[src/rtl/xbar_pkg.sv]
package xbar_pkg;
  typedef enum logic [1:0] {
    RT_OFF  = 2'd0,
    RT_CIRC = 2'd1,
    RT_PKT  = 2'd2
  } route_mode_e;
endpackage

[src/rtl/xbar_route_cfg.sv]
module xbar_route_cfg #(
  parameter int NDST  = 4,
  parameter int SRC_W = 2,
  parameter int ID_W  = 5,
  localparam int DST_W = (NDST > 1) ? $clog2(NDST) : 1,
  localparam int CFG_W = 2 + SRC_W + ID_W
) (
  input  logic                        clk,
  input  logic                        rst,
  input  logic                        we_i,
  input  logic [DST_W-1:0]            addr_i,
  input  logic [CFG_W-1:0]            wdata_i,
  input  logic [NDST-1:0]             idle_i,
  output logic [NDST-1:0][1:0]        mode_o,
  output logic [NDST-1:0][SRC_W-1:0]  src_o,
  output logic [NDST-1:0][ID_W-1:0]   id_o
);
  import xbar_pkg::*;

  for (genvar d = 0; d < NDST; d++) begin : g_dst
    logic             pend_q;
    logic [CFG_W-1:0] shadow_q;
    logic             apply;

    assign apply = pend_q && idle_i[d];

    always_ff @(posedge clk) begin
      if (rst) begin
        pend_q    <= 1'b0;
        shadow_q  <= '0;
        mode_o[d] <= RT_OFF;
        src_o[d]  <= '0;
        id_o[d]   <= '0;
      end else begin
        if (we_i && addr_i == DST_W'(d)) begin
          pend_q   <= 1'b1;
          shadow_q <= wdata_i;
        end else if (apply) begin
          pend_q <= 1'b0;
        end
        if (apply) begin
          {id_o[d], src_o[d], mode_o[d]} <= shadow_q;
        end
      end
    end
  end
endmodule

[src/rtl/xbar_pkt_lock.sv]
module xbar_pkt_lock #(
  parameter int NSRC  = 4,
  parameter int SRC_W = 2
) (
  input  logic             clk,
  input  logic             rst,
  input  logic             en_i,
  input  logic [NSRC-1:0]  req_i,
  input  logic             done_i,
  output logic             locked_o,
  output logic [SRC_W-1:0] lock_src_o
);
  logic [SRC_W-1:0] rr_q;
  logic [SRC_W-1:0] win;
  logic             found;

  always_comb begin
    win   = '0;
    found = 1'b0;
    for (int k = 0; k < NSRC; k++) begin
      if (!found && req_i[(int'(rr_q) + k) % NSRC]) begin
        found = 1'b1;
        win   = SRC_W'((int'(rr_q) + k) % NSRC);
      end
    end
  end

  always_ff @(posedge clk) begin
    if (rst) begin
      locked_o   <= 1'b0;
      lock_src_o <= '0;
      rr_q       <= '0;
    end else if (!locked_o) begin
      if (en_i && found) begin
        locked_o   <= 1'b1;
        lock_src_o <= win;
        rr_q       <= (int'(win) == NSRC - 1) ? '0 : win + 1'b1;
      end
    end else if (done_i || !en_i) begin
      locked_o <= 1'b0;
    end
  end

  p_no_interleave_r5: assert property (@(posedge clk) disable iff (rst)
    (locked_o && !done_i && en_i) |=> (locked_o && $stable(lock_src_o)));

  p_grant_requested_r5: assert property (@(posedge clk) disable iff (rst)
    (!locked_o && en_i && |req_i) |=> locked_o);
endmodule

[src/rtl/xbar_fifo.sv]
module xbar_fifo #(
  parameter int W     = 33,
  parameter int DEPTH = 16,
  localparam int AW = (DEPTH > 1) ? $clog2(DEPTH) : 1,
  localparam int CW = $clog2(DEPTH + 1)
) (
  input  logic         clk,
  input  logic         rst,
  input  logic         wr_valid_i,
  input  logic [W-1:0] wr_data_i,
  output logic         wr_ready_o,
  output logic         rd_valid_o,
  output logic [W-1:0] rd_data_o,
  input  logic         rd_ready_i,
  output logic         full_o,
  output logic         empty_o
);
  logic [W-1:0]  mem [DEPTH];
  logic [AW-1:0] wp_q, rp_q;
  logic [CW-1:0] cnt_q;
  logic          wr_fire, rd_fire;

  assign full_o     = (cnt_q == CW'(DEPTH));
  assign empty_o    = (cnt_q == '0);
  assign wr_ready_o = !full_o;
  assign rd_valid_o = !empty_o;
  assign rd_data_o  = mem[rp_q];
  assign wr_fire    = wr_valid_i && wr_ready_o;
  assign rd_fire    = rd_valid_o && rd_ready_i;

  always_ff @(posedge clk) begin
    if (wr_fire) mem[wp_q] <= wr_data_i;
  end

  always_ff @(posedge clk) begin
    if (rst) begin
      wp_q  <= '0;
      rp_q  <= '0;
      cnt_q <= '0;
    end else begin
      if (wr_fire) wp_q <= (wp_q == AW'(DEPTH - 1)) ? '0 : wp_q + 1'b1;
      if (rd_fire) rp_q <= (rp_q == AW'(DEPTH - 1)) ? '0 : rp_q + 1'b1;
      case ({wr_fire, rd_fire})
        2'b10:   cnt_q <= cnt_q + 1'b1;
        2'b01:   cnt_q <= cnt_q - 1'b1;
        default: cnt_q <= cnt_q;
      endcase
    end
  end

  p_full_holds_r8: assert property (@(posedge clk) disable iff (rst)
    (full_o && !rd_fire) |=> full_o);

  p_empty_holds_r8: assert property (@(posedge clk) disable iff (rst)
    (empty_o && !wr_valid_i) |=> (empty_o && !rd_valid_o));
endmodule

[src/rtl/xbar_out_stage.sv]
module xbar_out_stage #(
  parameter int W = 33
) (
  input  logic         clk,
  input  logic         rst,
  input  logic         in_valid_i,
  input  logic [W-1:0] in_data_i,
  output logic         in_ready_o,
  output logic         out_valid_o,
  output logic [W-1:0] out_data_o,
  input  logic         out_ready_i
);
  assign in_ready_o = !out_valid_o || out_ready_i;

  always_ff @(posedge clk) begin
    if (rst) out_valid_o <= 1'b0;
    else if (in_ready_o) out_valid_o <= in_valid_i;
  end

  always_ff @(posedge clk) begin
    if (in_ready_o && in_valid_i) out_data_o <= in_data_i;
  end

  p_hold_stalled_r2: assert property (@(posedge clk) disable iff (rst)
    (out_valid_o && !out_ready_i) |=> (out_valid_o && $stable(out_data_o)));
endmodule

[src/rtl/stream_xbar.sv]
module stream_xbar #(
  parameter int N_IN       = 2,
  parameter int N_OUT      = 2,
  parameter int DATA_W     = 32,
  parameter int FIFO_DEPTH = 16,
  parameter int ID_W       = 5,
  localparam int NSRC   = N_IN + 2,
  localparam int NDST   = N_OUT + 2,
  localparam int SRC_W  = $clog2(NSRC),
  localparam int DST_W  = $clog2(NDST),
  localparam int CFG_W  = 2 + SRC_W + ID_W,
  localparam int BEAT_W = DATA_W + 1
) (
  input  logic                    clk,
  input  logic                    rst,
  input  logic                    cfg_we,
  input  logic [DST_W-1:0]        cfg_addr,
  input  logic [CFG_W-1:0]        cfg_wdata,
  input  logic [N_IN-1:0]         s_tvalid,
  output logic [N_IN-1:0]         s_tready,
  input  logic [N_IN*DATA_W-1:0]  s_tdata,
  input  logic [N_IN-1:0]         s_tlast,
  output logic [N_OUT-1:0]        m_tvalid,
  input  logic [N_OUT-1:0]        m_tready,
  output logic [N_OUT*DATA_W-1:0] m_tdata,
  output logic [N_OUT-1:0]        m_tlast,
  output logic [1:0]              fifo_full,
  output logic [1:0]              fifo_empty
);
  import xbar_pkg::*;

  logic [NSRC-1:0]              src_valid, src_ready;
  logic [NSRC-1:0][BEAT_W-1:0]  src_beat;
  logic [NDST-1:0]              dst_valid, dst_ready, dst_idle;
  logic [NDST-1:0][BEAT_W-1:0]  dst_beat;

  logic [NDST-1:0][1:0]         cfg_mode;
  logic [NDST-1:0][SRC_W-1:0]   cfg_src;
  logic [NDST-1:0][ID_W-1:0]    cfg_id;

  logic [NDST-1:0]              locked;
  logic [NDST-1:0][SRC_W-1:0]   lock_src;
  logic [NDST-1:0][NSRC-1:0]    req;

  logic [NSRC-1:0]              circ_own, lock_own, pkt_hit;
  logic [NSRC-1:0][DST_W-1:0]   circ_dst, lock_dst, pkt_dst;

  xbar_route_cfg #(.NDST(NDST), .SRC_W(SRC_W), .ID_W(ID_W)) i_cfg (
    .clk(clk), .rst(rst), .we_i(cfg_we), .addr_i(cfg_addr), .wdata_i(cfg_wdata),
    .idle_i(dst_idle), .mode_o(cfg_mode), .src_o(cfg_src), .id_o(cfg_id)
  );

  // Sources: external inputs first, then the two buffer read sides.
  for (genvar i = 0; i < N_IN; i++) begin : g_src_port
    assign src_valid[i] = s_tvalid[i];
    assign src_beat[i]  = {s_tlast[i], s_tdata[i*DATA_W +: DATA_W]};
    assign s_tready[i]  = src_ready[i];
  end

  // Which destination each source belongs to this cycle; lowest index wins.
  always_comb begin
    for (int s = 0; s < NSRC; s++) begin
      circ_own[s] = 1'b0; circ_dst[s] = '0;
      lock_own[s] = 1'b0; lock_dst[s] = '0;
      pkt_hit[s]  = 1'b0; pkt_dst[s]  = '0;
      for (int d = NDST - 1; d >= 0; d--) begin
        if (cfg_mode[d] == RT_CIRC && cfg_src[d] == SRC_W'(s)) begin
          circ_own[s] = 1'b1;
          circ_dst[s] = DST_W'(d);
        end
        if (cfg_mode[d] == RT_PKT && locked[d] && lock_src[d] == SRC_W'(s)) begin
          lock_own[s] = 1'b1;
          lock_dst[s] = DST_W'(d);
        end
        if (cfg_mode[d] == RT_PKT && cfg_id[d] == src_beat[s][ID_W-1:0]) begin
          pkt_hit[s] = 1'b1;
          pkt_dst[s] = DST_W'(d);
        end
      end
    end
  end

  always_comb begin
    for (int d = 0; d < NDST; d++) begin
      for (int s = 0; s < NSRC; s++) begin
        req[d][s] = src_valid[s] && !circ_own[s] && !lock_own[s] &&
                    pkt_hit[s] && pkt_dst[s] == DST_W'(d);
      end
    end
  end

  always_comb begin
    for (int d = 0; d < NDST; d++) begin
      dst_valid[d] = 1'b0;
      dst_beat[d]  = src_beat[cfg_src[d]];
      if (cfg_mode[d] == RT_CIRC) begin
        dst_valid[d] = src_valid[cfg_src[d]] && circ_dst[cfg_src[d]] == DST_W'(d);
      end else if (cfg_mode[d] == RT_PKT && locked[d]) begin
        dst_beat[d]  = src_beat[lock_src[d]];
        dst_valid[d] = src_valid[lock_src[d]] && lock_own[lock_src[d]] &&
                       lock_dst[lock_src[d]] == DST_W'(d);
      end
    end
  end

  always_comb begin
    for (int s = 0; s < NSRC; s++) begin
      if (circ_own[s])      src_ready[s] = dst_ready[circ_dst[s]];
      else if (lock_own[s]) src_ready[s] = dst_ready[lock_dst[s]];
      else                  src_ready[s] = 1'b0;
    end
  end

  for (genvar d = 0; d < NDST; d++) begin : g_dst
    xbar_pkt_lock #(.NSRC(NSRC), .SRC_W(SRC_W)) i_lock (
      .clk(clk), .rst(rst),
      .en_i(cfg_mode[d] == RT_PKT),
      .req_i(req[d]),
      .done_i(dst_valid[d] && dst_ready[d] && dst_beat[d][DATA_W]),
      .locked_o(locked[d]),
      .lock_src_o(lock_src[d])
    );

    if (d < N_OUT) begin : g_port
      logic [BEAT_W-1:0] obeat;
      xbar_out_stage #(.W(BEAT_W)) i_out (
        .clk(clk), .rst(rst),
        .in_valid_i(dst_valid[d]), .in_data_i(dst_beat[d]), .in_ready_o(dst_ready[d]),
        .out_valid_o(m_tvalid[d]), .out_data_o(obeat), .out_ready_i(m_tready[d])
      );
      assign m_tdata[d*DATA_W +: DATA_W] = obeat[DATA_W-1:0];
      assign m_tlast[d]  = obeat[DATA_W];
      assign dst_idle[d] = !locked[d] && !dst_valid[d] && !m_tvalid[d];

      p_off_quiet_r6: assert property (@(posedge clk) disable iff (rst)
        (cfg_mode[d] == RT_OFF) |-> !m_tvalid[d]);

      p_cfg_when_idle_r7: assert property (@(posedge clk) disable iff (rst)
        !$stable({cfg_mode[d], cfg_src[d], cfg_id[d]}) |-> !$past(m_tvalid[d]));
    end else begin : g_buf
      localparam int F = d - N_OUT;
      xbar_fifo #(.W(BEAT_W), .DEPTH(FIFO_DEPTH)) i_fifo (
        .clk(clk), .rst(rst),
        .wr_valid_i(dst_valid[d]), .wr_data_i(dst_beat[d]), .wr_ready_o(dst_ready[d]),
        .rd_valid_o(src_valid[N_IN + F]), .rd_data_o(src_beat[N_IN + F]),
        .rd_ready_i(src_ready[N_IN + F]),
        .full_o(fifo_full[F]), .empty_o(fifo_empty[F])
      );
      assign dst_idle[d] = !locked[d] && !dst_valid[d];
    end
  end

  for (genvar s = 0; s < N_IN; s++) begin : g_chk_in
    p_unrouted_waits_r6: assert property (@(posedge clk) disable iff (rst)
      (s_tvalid[s] && !s_tready[s]) |=> s_tvalid[s] || $past(!s_tvalid[s]));
  end
endmodule

[config.mk]
export PLATFORM = sky130hd
export DESIGN_NAME = stream_xbar
export DESIGN_NICKNAME = d
export VERILOG_FILES = /design/src/rtl/xbar_pkg.sv /design/src/rtl/xbar_route_cfg.sv /design/src/rtl/xbar_pkt_lock.sv /design/src/rtl/xbar_fifo.sv /design/src/rtl/xbar_out_stage.sv /design/src/rtl/stream_xbar.sv
export SDC_FILE = /design/constraint.sdc
export NUM_CORES = 2
export LEC_CHECK = 0
export ABC_AREA = 1
export CORE_MARGIN = 2
export CORE_UTILIZATION = 40
export CTS_CLUSTER_DIAMETER = 50
export DETAILED_ROUTE_END_ITERATION = 10
export SLEW_MARGIN = 0
export SYNTH_ARGS = -nofsm -noshare
export SYNTH_HDL_FRONTEND = slang
export SYNTH_SLANG_ARGS = --single-unit
[constraint.sdc]
create_clock -name clk -period 8.6 [get_ports clk]
set_input_delay 0.86 -clock clk [delete_from_list [all_inputs] [get_ports clk]]
set_output_delay 0.86 -clock clk [all_outputs]
set_load 0.01 [all_outputs]
==> flow_metrics.env <==
export IMPL_grt_usage_pct=25.0
export IMPL_root_buffer="clkbuf_16"
export IMPL_cts_tree="yes"
export IMPL_rr_startpoint="i_cfg.mode_o[7]$_SDFFE_PP0P_"
export IMPL_start_util_pct=40.3
export IMPL_ys_seq_elements=1254
export IMPL_cts_buffers=145
export IMPL_finalSetupTns_ns=0
export IMPL_drt_iter0_drc=5652
export IMPL_maxCapViolCount=0
export IMPL_pwr_density_cell_nw_per_um2=222
export IMPL_fin_crit_ns=5.23
export IMPL_fin_cells=7363
export IMPL_async_flop_share_pct=0
export IMPL_die_area_um2=146000
export IMPL_grt_overflow_total=0
export IMPL_hp_class="reg2reg"
export IMPL_cp_start_kind="register"
export IMPL_fmax_ghz=0.191
export IMPL_cp_max_fo=63
export IMPL_synth_cell_area_um2=57000
export IMPL_synth_main_ff_cell="edfxtp_1"
export IMPL_grt_max_degree=168
export IMPL_peakVddDrop_uv=166
export IMPL_ctsResizeCount=0
export IMPL_setup_violations=0
export IMPL_place_gp_congestion=0.985
export IMPL_tightest_slew_ns=1.28
export IMPL_grt_pass1_wl_um=274000
export IMPL_worstSetupStartpoint="i_cfg.mode_o[5]$_SDFFE_PP0P_"
export IMPL_drive_gt1_share_pct=9.45
export IMPL_totalWireLength_um=188000
export IMPL_dpl_hpwl_um=115000
export IMPL_final_cell_mix="edfxtp_1 (1122), nor2_1 (705), o21ai_0 (594), nand2_1 (530), inv_1 (362)"
export IMPL_use_met2_pct=38.8
export IMPL_clk_pin_slew_ns=0.06
export IMPL_postCtsSetupBuffers=0
export IMPL_syn_num_nets=5407
export IMPL_ys_seq_area_share_pct=63.7
export IMPL_place_ws_ns=3.78
export IMPL_worstRegToRegCells=15
export IMPL_outcome="completed"
export IMPL_synth_area_per_cell_um2=10.8
export IMPL_final_hold_viol_count=0
export IMPL_layout_setup_ws_ns=3.37
export IMPL_ant_nets=0
export IMPL_antenna_found_initial=4
export IMPL_ioPinCount=158
export IMPL_max_slew_margin_pct=14.8
export IMPL_dp_cells=7101
export IMPL_skew_ns=0.0512
export IMPL_die_x_um=382
export IMPL_worstPathArrival_ns=4.37
export IMPL_regToRegEndpoint="g_dst[3].g_buf.i_fifo.mem[5][18]$_DFFE_PP_"
export IMPL_rows=138
export IMPL_wl_per_cell_um=25.5
export IMPL_nFillCells=12991
export IMPL_ys_warn_count=0
export IMPL_htree_levels=4
export IMPL_synth_edf_count=1122
export IMPL_cp_end_kind="primary output"
export IMPL_drc=0
export IMPL_cts_hold_buf=0
export IMPL_timing_worst_setup_path_type="reg2out"
export IMPL_globalRouteMet3Util_pct=5.69
export IMPL_layout_commonest_cell="edfxtp_1"
export IMPL_fp_coreArea_um2=142000
export IMPL_synth_cells=5303
export IMPL_clock_sinks=1254
export IMPL_synth_distinct_cells=55
export IMPL_use_met1_pct=34.3
export IMPL_crit_end="s_tready[1]"
export IMPL_cp_data_required_time_ns=7.74
export IMPL_fin_crit_sh_pct=60.8
export IMPL_multi_input_area_um2=18100
export IMPL_busiest_layer="met2"
export IMPL_clockBufferDepth=3
export IMPL_p_leak_nw=22.3
export IMPL_first_pass_iters=8
export IMPL_finalMaxSlewViolations=0
export IMPL_drt_vias_per_instance=5.99
export IMPL_die_h_um=382
export IMPL_port_buffers=157
export IMPL_route_vias_total=44103
export IMPL_reg2reg_slack_ns=3.68
export IMPL_grt_pass1_vias=41511
export IMPL_area_delta_synth_final_pct=14.8
export IMPL_fin_nets=5462
export IMPL_clk_insertion_delay_late_ns=0.80
export IMPL_seq_area_um2=36400
export IMPL_whs_ns=0.467
export IMPL_fin_util_pct=46.2
export IMPL_grt_setup_unrepaired="false"
-- flip-flops by register name, summed over array words and instances (netlist names), named ones only --
| register | count |
|---|---|
| g_dst.g_port.i_out.out_data_o | 66 |
| i_cfg.g_dst.pend_q | 4 |
| g_dst.g_port.i_out.out_valid_o | 2 |
| g_dst.g_buf.i_fifo.wp_q | 8 |
| g_dst.g_buf.i_fifo.rp_q | 8 |
| i_cfg.g_dst.shadow_q | 36 |
| g_dst.i_lock.lock_src_o | 8 |
| g_dst.g_buf.i_fifo.cnt_q | 10 |
| i_cfg.id_o | 20 |
| g_dst.i_lock.rr_q | 8 |
| i_cfg.src_o | 8 |
| i_cfg.mode_o | 8 |
| g_dst.i_lock.locked_o | 4 |
| g_dst.g_buf.i_fifo.mem | 1056 |
-- power breakdown --
group | leakage [nW] | switching (mW) | internal [mW]
clock network | 2.27 | 2.58 | 3.46
logic | 8.88 | 1.11 | 0.420
registers | 11.2 | 0.0828 | 6.89
-- worst min-delay path by stage --
| stage | from | end | slack [ns] | cells after the start |
|---|---|---|---|---|
| global placement | i_cfg.mode_o[3]$_SDFFE_PP0P_ | i_cfg.mode_o[3]$_SDFFE_PP0P_ | 0.45 | 2 |
| detailed placement | i_cfg.mode_o[3]$_SDFFE_PP0P_ | i_cfg.mode_o[3]$_SDFFE_PP0P_ | 0.46 | 2 |
| global route | i_cfg.mode_o[7]$_SDFFE_PP0P_ | i_cfg.mode_o[7]$_SDFFE_PP0P_ | 0.50 | 2 |
| CTS | i_cfg.mode_o[3]$_SDFFE_PP0P_ | i_cfg.mode_o[3]$_SDFFE_PP0P_ | 0.47 | 2 |
| floorplan | i_cfg.mode_o[3]$_SDFFE_PP0P_ | i_cfg.mode_o[3]$_SDFFE_PP0P_ | 0.44 | 2 |
| finish | i_cfg.mode_o[3]$_SDFFE_PP0P_ | i_cfg.mode_o[3]$_SDFFE_PP0P_ | 0.47 | 2 |
-- cell usage after synthesis, types with 5 or more instances --
library cell     n  share of area [%]
a31oi_1          5              0.055
nand3_2         29               0.51
a21oi_1        126                1.1
o21ai_2          6              0.092
nand4_1         17               0.19
nor3_2           6               0.11
a221oi_1       131                2.0
o22ai_1        213                2.3
clkinv_1        12              0.079
nand3b_1         6              0.079
nand3_1        219                1.9
clkbuf_1       296                1.9
nand2_1        531                3.5
nor2_1         739                4.9
nor2_2          13               0.14
o21ai_1         21               0.18
xnor2_1         10               0.15
xor2_1          13               0.20
buf_6           14               0.28
buf_4           18               0.24
edfxtp_1      1122                 59
nand2_2         24               0.26
dfxtp_1        132                4.6
inv_2           28               0.18
o21ai_0        595                5.2
o211ai_1        64               0.84
buf_2           26               0.23
nor3_1         143                1.3
ha_1            18               0.39
o2111ai_1        9               0.14
o221ai_1       302                4.6
nor2_4           6               0.12
inv_1          367                2.4
-- final cells by class --
cell class	count	share of cell area [%]
Sequential cell	1254	55.5
Clock inverter	90	1.38
Multi-Input combinational cell	3281	27.7
Clock buffer	171	5.76
Antenna cell	1	0.00382
Tap cell	1890	3.61
Timing Repair Buffer	267	3.68
Inverter	409	2.38
-- critical path, stage by stage (launching register included) --
cell	delay, ns
dfxtp_1	0.29
inv_1	0.09
nor2_2	0.08
nand2_2	0.25
buf_4	0.70
nor2_1	0.19
o31ai_1	0.24
nand2_1	0.15
o21ai_0	0.17
a21oi_1	0.05
o32ai_1	0.66
clkdlybuf4s50_1	0.67
-- metrics by stage --
step	instance area [µm²]	power, mW
after CTS	65500	14.6
after detailed placement	60800	8.58
after global routing	65500	15.0
after global placement	60800	8.57
final	65500	14.6
after floorplan	57000	7.95
-- routing by layer --
layer	vias to the layer above	part of all wire, %
met5	-	0.0069
met4	2	3.7
met3	402	9.6
met2	2222	45
met1	21701	42
li1	19776	-
-- cell families after synthesis --
family | count (synthesis) | synth area share [%]
buffers and inverters | 768 | 5.44
XOR/XNOR | 23 | 0.353
adder cells (fa/ha/maj) | 20 | 0.465
flip-flops | 1254 | 63.7
AO/OA/AOI/OAI | 1492 | 16.9
AND/OR/NAND/NOR | 1746 | 13.1
Power figures use the tool's default switching activity.
